==> src/rtl/clk_recovery_dpll.sv <==
module clk_recovery_dpll #(
  parameter int OSR        = 16,
  parameter int WIN        = 4,
  parameter int LOCK_EDGES = 4,
  parameter int MISS_MAX   = 2,
  parameter int RUN_MAX    = 32,
  parameter int INT_MAX    = 3,
  parameter int INT_THR    = 2,
  parameter int DIVW       = 16
) (
  input  logic            clk,
  input  logic            rst_n,
  input  logic [DIVW-1:0] baud_div,
  input  logic            rx_bit,
  input  logic            carrier_ok,
  output logic            rec_clk,
  output logic            rec_data,
  output logic            in_lock
);

  localparam int HALF = OSR / 2;
  localparam int DPT  = OSR / 4;
  localparam int PW   = $clog2(OSR + 2);
  localparam int PW1  = PW + 1;
  localparam int EW   = PW + 1;
  localparam int IW   = $clog2(INT_MAX + 1) + 1;
  localparam int CW   = $clog2(LOCK_EDGES + 1);
  localparam int MW   = $clog2(MISS_MAX + 1);
  localparam int RW   = $clog2(RUN_MAX + 1);

  localparam logic signed [IW-1:0] I_HI  = IW'(INT_MAX);
  localparam logic signed [IW-1:0] I_LO  = -IW'(INT_MAX);
  localparam logic signed [IW-1:0] T_HI  = IW'(INT_THR);
  localparam logic signed [IW-1:0] T_LO  = -IW'(INT_THR);
  localparam logic signed [EW-1:0] W_HI  = EW'(WIN);
  localparam logic signed [EW-1:0] W_LO  = -EW'(WIN);

  logic [DIVW-1:0]        div_q;
  logic [PW-1:0]          ph_q, ph_d, period;
  logic signed [IW-1:0]   int_q, int_d;
  logic [CW-1:0]          hit_q, hit_d;
  logic [MW-1:0]          miss_q, miss_d;
  logic [RW-1:0]          run_q, run_d;
  logic                   lock_q, lock_d, prev_q, data_q, drop;
  logic                   tick, samp, edge_w, rise_w, inwin, steer, wrap;
  logic signed [EW-1:0]   ph_s, per_s, perr;
  logic [1:0]             step;
  logic [PW1-1:0]         ph_sum;

  assign tick   = (div_q == '0);
  assign samp   = rx_bit & carrier_ok;
  assign edge_w = tick & (samp ^ prev_q);
  assign rise_w = edge_w & samp;

  assign period = PW'(OSR) + PW'(int_q >= T_HI) - PW'(int_q <= T_LO);
  assign ph_s   = $signed({1'b0, ph_q});
  assign per_s  = $signed({1'b0, period});
  assign perr   = (ph_q < PW'(HALF)) ? ph_s : ph_s - per_s;
  assign inwin  = (perr <= W_HI) && (perr >= W_LO);

  assign steer  = lock_q & rise_w & inwin;
  assign step   = !steer ? 2'd1 : (perr > 0) ? 2'd0 : (perr < 0) ? 2'd2 : 2'd1;
  assign ph_sum = {1'b0, ph_q} + PW1'(step);
  assign wrap   = (ph_sum >= {1'b0, period});

  always_comb begin
    ph_d   = ph_q;
    int_d  = int_q;
    hit_d  = hit_q;
    miss_d = miss_q;
    run_d  = run_q;
    lock_d = lock_q;
    drop   = 1'b0;
    if (tick) begin
      ph_d = wrap ? PW'(ph_sum - {1'b0, period}) : PW'(ph_sum);

      if (edge_w)
        run_d = '0;
      else if (wrap) begin
        if (run_q == RW'(RUN_MAX)) drop = 1'b1;
        else                       run_d = run_q + RW'(1);
      end

      if (!lock_q) begin
        if (edge_w) begin
          ph_d = PW'(1);
          if (!inwin)
            hit_d = '0;
          else if (hit_q == CW'(LOCK_EDGES - 1)) begin
            lock_d = 1'b1;
            hit_d  = '0;
            miss_d = '0;
          end else
            hit_d = hit_q + CW'(1);
        end
      end else if (rise_w) begin
        if (inwin) begin
          miss_d = '0;
          if (perr > 0 && int_q < I_HI)      int_d = int_q + IW'(1);
          else if (perr < 0 && int_q > I_LO) int_d = int_q - IW'(1);
        end else if (miss_q == MW'(MISS_MAX - 1))
          drop = 1'b1;
        else
          miss_d = miss_q + MW'(1);
      end
    end
    if (drop) begin
      lock_d = 1'b0;
      int_d  = '0;
      hit_d  = '0;
      miss_d = '0;
      run_d  = '0;
    end
  end

  always_ff @(posedge clk) begin
    if (!rst_n) begin
      div_q  <= '0;
      ph_q   <= '0;
      int_q  <= '0;
      hit_q  <= '0;
      miss_q <= '0;
      run_q  <= '0;
      lock_q <= 1'b0;
      prev_q <= 1'b0;
      data_q <= 1'b0;
    end else begin
      div_q  <= tick ? baud_div : div_q - DIVW'(1);
      ph_q   <= ph_d;
      int_q  <= int_d;
      hit_q  <= hit_d;
      miss_q <= miss_d;
      run_q  <= run_d;
      lock_q <= lock_d;
      if (tick) prev_q <= samp;
      if (tick && ph_q == PW'(DPT)) data_q <= samp;
    end
  end

  assign in_lock  = lock_q;
  assign rec_clk  = lock_q & (ph_q >= PW'(HALF));
  assign rec_data = lock_q & data_q;

endmodule

==> config.mk <==
export PLATFORM = sky130hd
export DESIGN_NAME = clk_recovery_dpll
export DESIGN_NICKNAME = d
export VERILOG_FILES = /design/src/rtl/clk_recovery_dpll.sv
export SDC_FILE = /design/constraint.sdc
export NUM_CORES = 1
export LEC_CHECK = 0
export BUFFER_PORTS_ARGS = -buffer_cell sky130_fd_sc_hd__buf_2
export CORE_MARGIN = 8
export CORE_UTILIZATION = 40
export DETAILED_ROUTE_END_ITERATION = 10
export GPL_TIMING_DRIVEN = 1
export HOLD_SLACK_MARGIN = 0.1
export MAX_ROUTING_LAYER = met4
export PLACE_DENSITY = 0.55
export SLEW_MARGIN = 20
export SYNTH_ARGS = -nofsm -noshare
export SYNTH_HDL_FRONTEND = slang
export SYNTH_SLANG_ARGS = --single-unit
==> constraint.sdc <==
create_clock -name clk -period 6.8 [get_ports clk]
set_input_delay 0.34 -clock clk [delete_from_list [all_inputs] [get_ports clk]]
set_output_delay 0.34 -clock clk [all_outputs]
set_load 0.1 [all_outputs]
### After elaboration in Yosys (flattened, before gate mapping)

Index checks and enable logic that the tools add are counted.

* flip-flop bits (word level): 38
* input port bits: 20
* output and inout bits: 3
* logic and storage cells: 97

* multiplexer cells: 34
* equal/unequal tests: 7
* add/sub/neg operators: 11
* magnitude comparators: 11
* reductions and logical operators: 15
* bitwise logic cells: 10

Operator list (number)
* $mux W6: 4
* $mux W2: 10
* $logic_not A16 Y1: 1
* $mux W16: 1
* $sub A16 B1 Y16 const B: 1
* $mux W5: 3
* $mux W1: 12
* $mux W3: 4
* $reduce_bool A2 Y1: 5
* $and A1 B1 Y1: 7
* $add A5 B2 Y6: 1
* $add A6 B1 Y6 const B: 1
* $eq A6 B6 Y1 const B: 1
* $ge A6 B3 Y1 const B: 1
* $ge A6 B5 Y1: 1
* $gt A6 B1 Y1 const B: 1
* $le A6 B4 Y1 const B: 1
* $lt A6 B1 Y1 const B: 1
* $reduce_and A3 Y1: 2
* $reduce_and A6 Y1: 1
* $sub A5 B5 Y6: 1
* $add A5 B1 Y5 const A: 1
* $eq A5 B3 Y1 const B: 1
* $ge A5 B4 Y1 const B: 1
* other kinds (20): 25

### Longest topological paths before layout

Gate-level depths: netlist (run 1).

* depth in word-level cells: 19
* mapped depth: 25
* gate-level depth less buffers: 23

### Worst setup path before layout (run 1)

Ideal clock, no wire load.

* path type: register to register
* from: register int_q[2]
* to: register ph_q[0]
* stages on the path, launching flop included: 23
* period minus slack after synthesis: 5264 ps
* setup time: 115 ps
* data arrival time: 5149 ps
* slack: 1536 ps
* data required time: 6685 ps
* buffers on the path: 2
* cell sequence: dfxtp_1 > a21boi_0 > ha_1 > inv_1 > ha_1 > nor2b_1 > o311ai_0 > o21ai_1 > o211ai_1 > and2_1 > clkbuf_1 > nor3_1 > fa_1 > xor2_1 > ha_1 > nor2b_1 > o31a_1 > nor4bb_1 > clkbuf_1 > nor2_1 > a211oi_1 > a21oi_1 > o21a_1

* longest elaborated chain between the ends: 14
* elaborated cells between the ends (all ways): 21
* classes of those cells: add/sub: 5; order compare: 7; mux: 7; bitwise: 1; reduce/logical: 1

Ends and longest elaborated chain
* start: declaration: line 40 `logic signed [IW-1:0] int_q, int_d;`
* start signal: assignment: line 130 `int_q <= int_d;`
* $ge A3 B3 Y1: line 55 `assign period = PW'(OSR) + PW'(int_q >= T_HI) - PW'(int_q <= T_LO);`
* $add A5 B1 Y5: line 55
* $sub A5 B1 Y5 (*): line 55
* $sub A5 B5 Y6: line 58 `assign perr = (ph_q < PW'(HALF)) ? ph_s : ph_s - per_s;`
* $mux W6: line 58
* $lt A6 B1 Y1 (tied with other cells): line 62 `assign step = !steer ? 2'd1 : (perr > 0) ? 2'd0 : (perr < 0) ? 2'd2 : 2'd1;`
* $mux W2 / $logic_and A1 B1 Y1 (equally long branches): line 62, 59
* $mux W2 / $and A1 B1 Y1 (equally long branches): line 62, 61
* $mux W2: line 62
* $add A5 B2 Y6: line 63 `assign ph_sum = {1'b0, ph_q} + PW1'(step);`
* $sub A5 B5 Y5 / $ge A6 B5 Y1 (equally long branches): line 75, 64
* $mux W5 (*): line 75 `ph_d = wrap ? PW'(ph_sum - {1'b0, period}) : PW'(ph_sum);`
* $mux W5: line 85 `if (edge_w) begin`
* $mux W5 (*): line 84 `if (!lock_q) begin`
* end signal: assignment: line 129 `ph_q <= ph_d;`
* end: declaration: line 39 `logic [PW-1:0] ph_q, ph_d, period;`

Mark *: on every way between the ends. The rest lies on a longest branch, timed or not.
A chain may end at the register's enable or synchronous reset.

### Worst setup path after layout (run 1)

* from: register int_q[2]
* to: register run_q[3]

* longest elaborated chain between the ends: 19
* elaborated cells between the ends (all ways): 27
* classes of those cells: add/sub: 4; order compare: 7; mux: 11; bitwise: 1; reduce/logical: 4

Ends and longest elaborated chain
* $ge A3 B3 Y1: line 55
* $add A5 B1 Y5: line 55
* $sub A5 B1 Y5 (*): line 55
* $sub A5 B5 Y6: line 58
* $mux W6: line 58
* $lt A6 B1 Y1 (tied with other cells): line 62
* $mux W2 / $logic_and A1 B1 Y1 (equally long branches): line 62, 59
* $mux W2 / $and A1 B1 Y1 (equally long branches): line 62, 61
* [... 3 more ...]
* $mux W1: line 79 `else if (wrap) begin`
* $mux W1: line 77 `if (edge_w)`
* $mux W1: line 101 `end else if (miss_q == MW'(MISS_MAX - 1))`
* $mux W1: line 97 `if (inwin) begin`
* $mux W1: line 96 `end else if (rise_w) begin`
* $mux W1: line 84
* $mux W1: line 74 `if (tick) begin`
* $reduce_or A2 Y1 (no source line)
* end signal: assignment: line 133 `run_q <= run_d;`
* end: declaration: line 43 `logic [RW-1:0] run_q, run_d;`

Marks and branches as above.

==> flow_summary.ini, run 1 <==
[finish]
antennaDiodeCount = 0
drive_gt1_share_pct = 12.5
area_delta_synth_final_pct = 9.79
mostFrequentLayoutCell = dfxtp_1
final_cell_mix = dfxtp_1, nand2_1, buf_2
final_core_util_pct = 45.5
nNetsFinal = 379

[critical_path]
critPathRequiredTime_ns = 7.02
path_cells = a21boi_0 -> ha_1 -> inv_1 -> ha_1 -> nor2b_1 -> o311ai_0 -> o21ai_1 -> o211ai_1 -> and2_1 -> nor3_1 -> fa_1 -> inv_1 -> fa_1 -> nor2b_1 -> o31a_1 -> nor4bb_2 -> buf_4 -> o21a_1 -> or2_2 -> or4_1 -> a21oi_1
rrSetupSlack_ns = 0.80
cp-start-kind = flip-flop
cp_slowest_stage_delay_ns = 0.59
reg2reg_to = run_q[3]
r2r_start = int_q[2]
cp.arrival_ns = 6.22
worstSetupPathType = reg -> reg
cpMaxStageDelayCell = fa_1
rr_worst_depth = 21
cp_max_fo = 13
endpoint_kind = flip-flop

[die]
fp.dieH_um = 97.1
rows = 29
ioPinCount = 23
die_w_um = 97.1
start_util_pct = 41.5
dieArea_mm2 = 0.00943
core-area_mm2 = 0.00635

[routing]
drtPass1Iterations = 4
drtIter0Drc = 73
viasPerCell = 5.46
ant_nets = 0
route.detailed.drc = 0
drt-total-wl_mm = 5.51
wl_per_cell_um = 13.3
vias = 2262

[yosys]
synthTopCellsByArea = dfxtp_1, ha_1, o211a_1
ys_ff_latch = 38
synth.avg_cell_area_um2 = 8.28
synth-edff-count = 0
yosys.area.top_type = dfxtp_1
synth_ff_type = dfxtp_1
ys_async_sr_fraction_pct = 0
syn_area_mm2 = 0.00263
yosysSeqAreaShare_pct = 28.9
synthesis.nets = 360
synthDistinctLibCells = 52
yosys_warnings = 0
syn_inst = 318
synthDominantCellAreaShare_pct = 28.9

[hold_path]
hold_path_startpoint = baud_div[11]
min_to = div_q[11]
hold_class = in -> reg
holdPathStages = 2

[timing]
hold_viol = 0
finalCritPeriodShare_pct = 88.2
rsz0062_at_grt = no
final-setup-viol-count = 0
max_slew_margin_pct = 57.7
worst_slew_pin_slew_ns = 0.627
fin_worst_skew_ns = 0.00344
maxSlewViolCount = 0
timing.final.crit_period_ns = 6.00
max_freq_mhz = 167
fin_setup_tns_ns = 0

[global_routing]
grt_max_degree = 45
grtUsageTotal_pct = 12.4
antenna_found_initial = 0
grt_pass1_wl_mm = 9.95
grt_pass1_vias = 2270
grt-ovfl-total = 0

[placement]
io_buffers = 22
gp_congestion = 0.787
dp_hpwl_mm = 4.11

[cts]
clock_latency_ns = 0.28
cts_root_buf = clkbuf_8
cts_tree = done
cts_hold_buf = 0
clock-sinks = 38
cts_max_level = 2
clk_pin_slew_ns = 0.07
post_cts_resized = 0
clk_path_buf_depth = 2
cts_buffers = 5
postCtsSetupBuffers = 0

[power]
power_density_mw_per_mm2 = 283
vdd_drop_max_v = 0.000178
p_leak_nw = 1.20

[outcome]
status = finished, final reports clean

[run]
maxCapViolCount = 0
==> kinds of logic after synthesis <==
| group | after synthesis | share of synthesized area (%) |
|---|---|---|
| AOI/OAI and AO/OA | 80 | 21.4 |
| xor gates and xnor gates | 17 | 5.66 |
| adders and majority gates | 22 | 11.6 |
| buffers and inverters | 27 | 3.90 |
| DFF | 38 | 28.9 |
| muxes | 3 | 1.14 |
| and+or+nand+nor | 131 | 27.4 |
==> routing by layer <==
metal	GRT usage [%]	vias up	share of wire [%]
met3	2.63	7	2.5
met1	15.3	1020	51
met4	3.67	0	1.2
met5	-	-	0
li1	-	1199	-
met2	19.8	36	45
==> worst max-delay path by stage <==
stage	startpoint	end	slack (ns)	cells past startpoint
2_1_floorplan	int_q[2]	ph_q[0]	1.54	22
3_3_place_gp	int_q[2]	run_q[3]	1.03	21
3_5_place_dp	int_q[2]	run_q[3]	0.81	21
4_1_cts	int_q[2]	run_q[3]	0.82	21
5_1_grt	int_q[2]	run_q[3]	0.18	21
6_report	int_q[2]	run_q[3]	0.80	21
==> sequential cells by signal (all words and copies together), names as in the netlist <==
register  flops
hit_q         3
int_q         3
prev_q        1
data_q        1
ph_q          5
run_q         6
miss_q        2
div_q        16
in_lock       1
==> final cells by class <==
cell class              instances  area (um^2)
fillers                       622         3460
multi-input cells             253         1780
flip-flops and latches         38          761
repair buffers                 24          125
well taps                      77         96.3
clock buffers                   7         76.3
inverters                      15         56.3
==> synth_stat cells (all sizes together) (2+ instances only) <==
cell,instances
nor4,7
o31ai,6
xor2,5
xnor2,12
a21o,2
nand4b,2
dfxtp,38
a211oi,2
a31o,2
nor2b,8
o211a,12
o31a,2
nand4,2
or3,7
or2,4
nor3,14
o211ai,4
nand3b,3
nand2,30
o221a,2
a21oi,20
nor2,20
inv,15
clkbuf,11
ha,18
fa,4
and2,9
nand2b,2
o21ai,14
mux2i,3
or4,6
o21a,4
nor3b,2
a21boi,2
nand3,12
==> metrics by stage <==
stage	cells	hold slack [ns]	total power, W	area (um^2)	setup WS [ns]
floorplan	318	0.436	0.000610	2630	1.54
global placement	407	0.449	0.000677	2810	1.03
detailed placement	407	0.459	0.000678	2810	0.807
CTS	414	0.288	0.000827	2890	0.816
global route	414	0.283	0.000895	2890	0.179
finish	414	0.292	0.000818	2890	0.801
==> where the power goes <==
part | internal, W | switching (W)
clock network | 0.0000706 | 0.0000736
registers | 0.000264 | 0.0000397
logic | 0.000164 | 0.000206
==> worst max-delay path: cells and delay by family, from the launching register on <==
family	cells	cell delay, ns
compound gates	7	1.71
fa+ha+maj	4	1.63
buf+inv	3	0.44
flops	1	0.39
simple gates	7	1.75
No activity file was read; power rests on OpenSTA's default activity.
==> run 2: changes to the inputs <==
--- a/config.mk
+++ b/config.mk
@@ -6,13 +6,15 @@
 export NUM_CORES = 1
 export LEC_CHECK = 0
 export BUFFER_PORTS_ARGS = -buffer_cell sky130_fd_sc_hd__buf_2
+export CELL_PAD_IN_SITES_DETAIL_PLACEMENT = 0
+export CELL_PAD_IN_SITES_GLOBAL_PLACEMENT = 2
 export CORE_MARGIN = 8
-export CORE_UTILIZATION = 40
+export CORE_UTILIZATION = 36
 export DETAILED_ROUTE_END_ITERATION = 10
 export GPL_TIMING_DRIVEN = 1
 export HOLD_SLACK_MARGIN = 0.1
 export MAX_ROUTING_LAYER = met4
-export PLACE_DENSITY = 0.55
+export PLACE_DENSITY = 0.77
 export SLEW_MARGIN = 20
 export SYNTH_ARGS = -nofsm -noshare
 export SYNTH_HDL_FRONTEND = slang
==> run 2 against run 1 <==
  * Setup slack got worse by 0.028 ns
  * Largest power group unchanged
  * Utilization decreased by 4.0 points
  * Combinational power about the same
  * Clock power increased by 60%
  * Total power increased by 11%
  * Critical path type unchanged
==> flow_summary.ini, run 2 (synthesis results as in run 1) <==
[outcome]
status = finished, final reports clean

[cts]
clk_pin_slew_ns = 0.08
cts_max_level = 2
clock-sinks = 38
clk_path_buf_depth = 2
cts_tree = done
cts_root_buf = clkbuf_8
cts_buffers = 5
clock_latency_ns = 0.29
cts_hold_buf = 0
post_cts_resized = 0
postCtsSetupBuffers = 0

[global_routing]
grt_pass1_wl_mm = 10.4
grtUsageTotal_pct = 12.7
grt_pass1_vias = 2293
grt_max_degree = 45
antenna_found_initial = 0
grt-ovfl-total = 0

[placement]
pre_cts_ws_ns = 0.786
dp_hpwl_mm = 4.48
io_buffers = 22
dpl_cell_area_mm2 = 0.00284
gp_congestion = 0.798

[finish]
final_cell_mix = dfxtp_1, nand2_1, buf_2
mostFrequentLayoutCell = dfxtp_1
regMostFlops = div_q
stdcell_area_mm2 = 0.00298
multi_input_area_mm2 = 0.00178
nNetsFinal = 379
ff_latch_area_um2 = 761
n_fill_cell = 731
largest_reg_flops = 16
antennaDiodeCount = 0
top_regs = div_q: 16 flops, run_q: 6 flops, ph_q: 5 flops
drive_gt1_share_pct = 13.3
area_delta_synth_final_pct = 13.2

[critical_path]
critPathRequiredTime_ns = 7.03
cp.arrival_ns = 6.25
worstSetupPathType = reg -> reg
cp_max_fo = 13
endpoint_kind = flip-flop
cp-start-kind = flip-flop

[timing]
final-setup-viol-count = 0
setup_ws_ns = 0.773
max_freq_mhz = 166
holdWs_ns = 0.287
max_slew_margin_pct = 56.7
worst_slew_pin_slew_ns = 0.648
finalCritPeriodShare_pct = 88.6
maxSlewViolCount = 0
rsz0062_at_grt = no
timing.final.crit_period_ns = 6.03
fin_setup_tns_ns = 0
hold_viol = 0
fin_worst_skew_ns = 0.0109

[die]
start_util_pct = 36.7
ioPinCount = 23
dieArea_mm2 = 0.0103
fp.dieH_um = 102
rows = 31
core-area_mm2 = 0.00718
die_w_um = 102

[routing]
wl_per_cell_um = 13.6
ant_nets = 0
drtIter0Drc = 71
drt-total-wl_mm = 5.95
route.detailed.drc = 0
viasPerCell = 5.23
drtPass1Iterations = 4
vias = 2285

[power]
p_leak_nw = 1.23
power_density_mw_per_mm2 = 305
vdd_drop_max_v = 0.000197
finalPower_w = 0.000908

[run]
maxCapViolCount = 0

[hold_path]
hold_class = in -> reg
-- run 2: changes by cell type in the layout (fill, tap and decap cells not counted) --
cell	change
clkinv_4	+1
clkbuf_1	-2
bufinv_16	+2
-- run 2: stage by stage --
stage | util (%) | instances
floorplan | - | 318
global placement | 39.6 | 429
detailed placement | 39.6 | 429
CTS | 41.5 | 437
global route | 41.5 | 437
finish | 41.5 | 437
-- run 2: report_power, final --
group          internal, W  total, W  switching [W]
clock network     0.000147  0.000231      0.0000841
registers         0.000264  0.000304      0.0000406
logic             0.000164  0.000372       0.000208
total             0.000575  0.000908       0.000333
-- run 2: final timing paths --
kind                            slack [ns]  cells past startpoint        to        start
worst max-delay path                  0.77                     21  run_q[3]     int_q[2]
worst min-delay path                  0.29                      2  div_q[5]  baud_div[5]
worst max register to register        0.77                     21  run_q[3]     int_q[2]
worst min register to register        0.47                      2  hit_q[1]     hit_q[1]
-- run 2: area by class of cell --
cell class	count	share of cell area, %
clock buffer	5	2.31
clock inverter	3	2.31
inverter	15	1.89
tap	99	4.16
multi-input combinational	253	59.6
timing repair buffer	24	4.20
sequential	38	25.5
-- run 2: per-layer routing --
| metal | global-route usage, % | part of all wire [%] |
|---|---|---|
| met5 | - | 0 |
| met4 | 3.44 | 0.59 |
| met3 | 1.86 | 2.1 |
| met2 | 21.0 | 46 |
| met1 | 15.7 | 51 |
-- run 2: critical path: stages (launching register included) --
cell,delay [ns]
dfxtp_1,0.38
a21boi_0,0.20
ha_1,0.32
inv_1,0.19
ha_1,0.30
nor2b_1,0.13
o311ai_0,0.50
o21ai_1,0.18
o211ai_1,0.22
and2_1,0.43
nor3_1,0.17
fa_1,0.58
inv_1,0.07
fa_1,0.43
nor2b_1,0.22
o31a_1,0.19
nor4bb_2,0.06
buf_4,0.18
o21a_1,0.25
or2_2,0.33
or4_1,0.47
a21oi_1,0.14
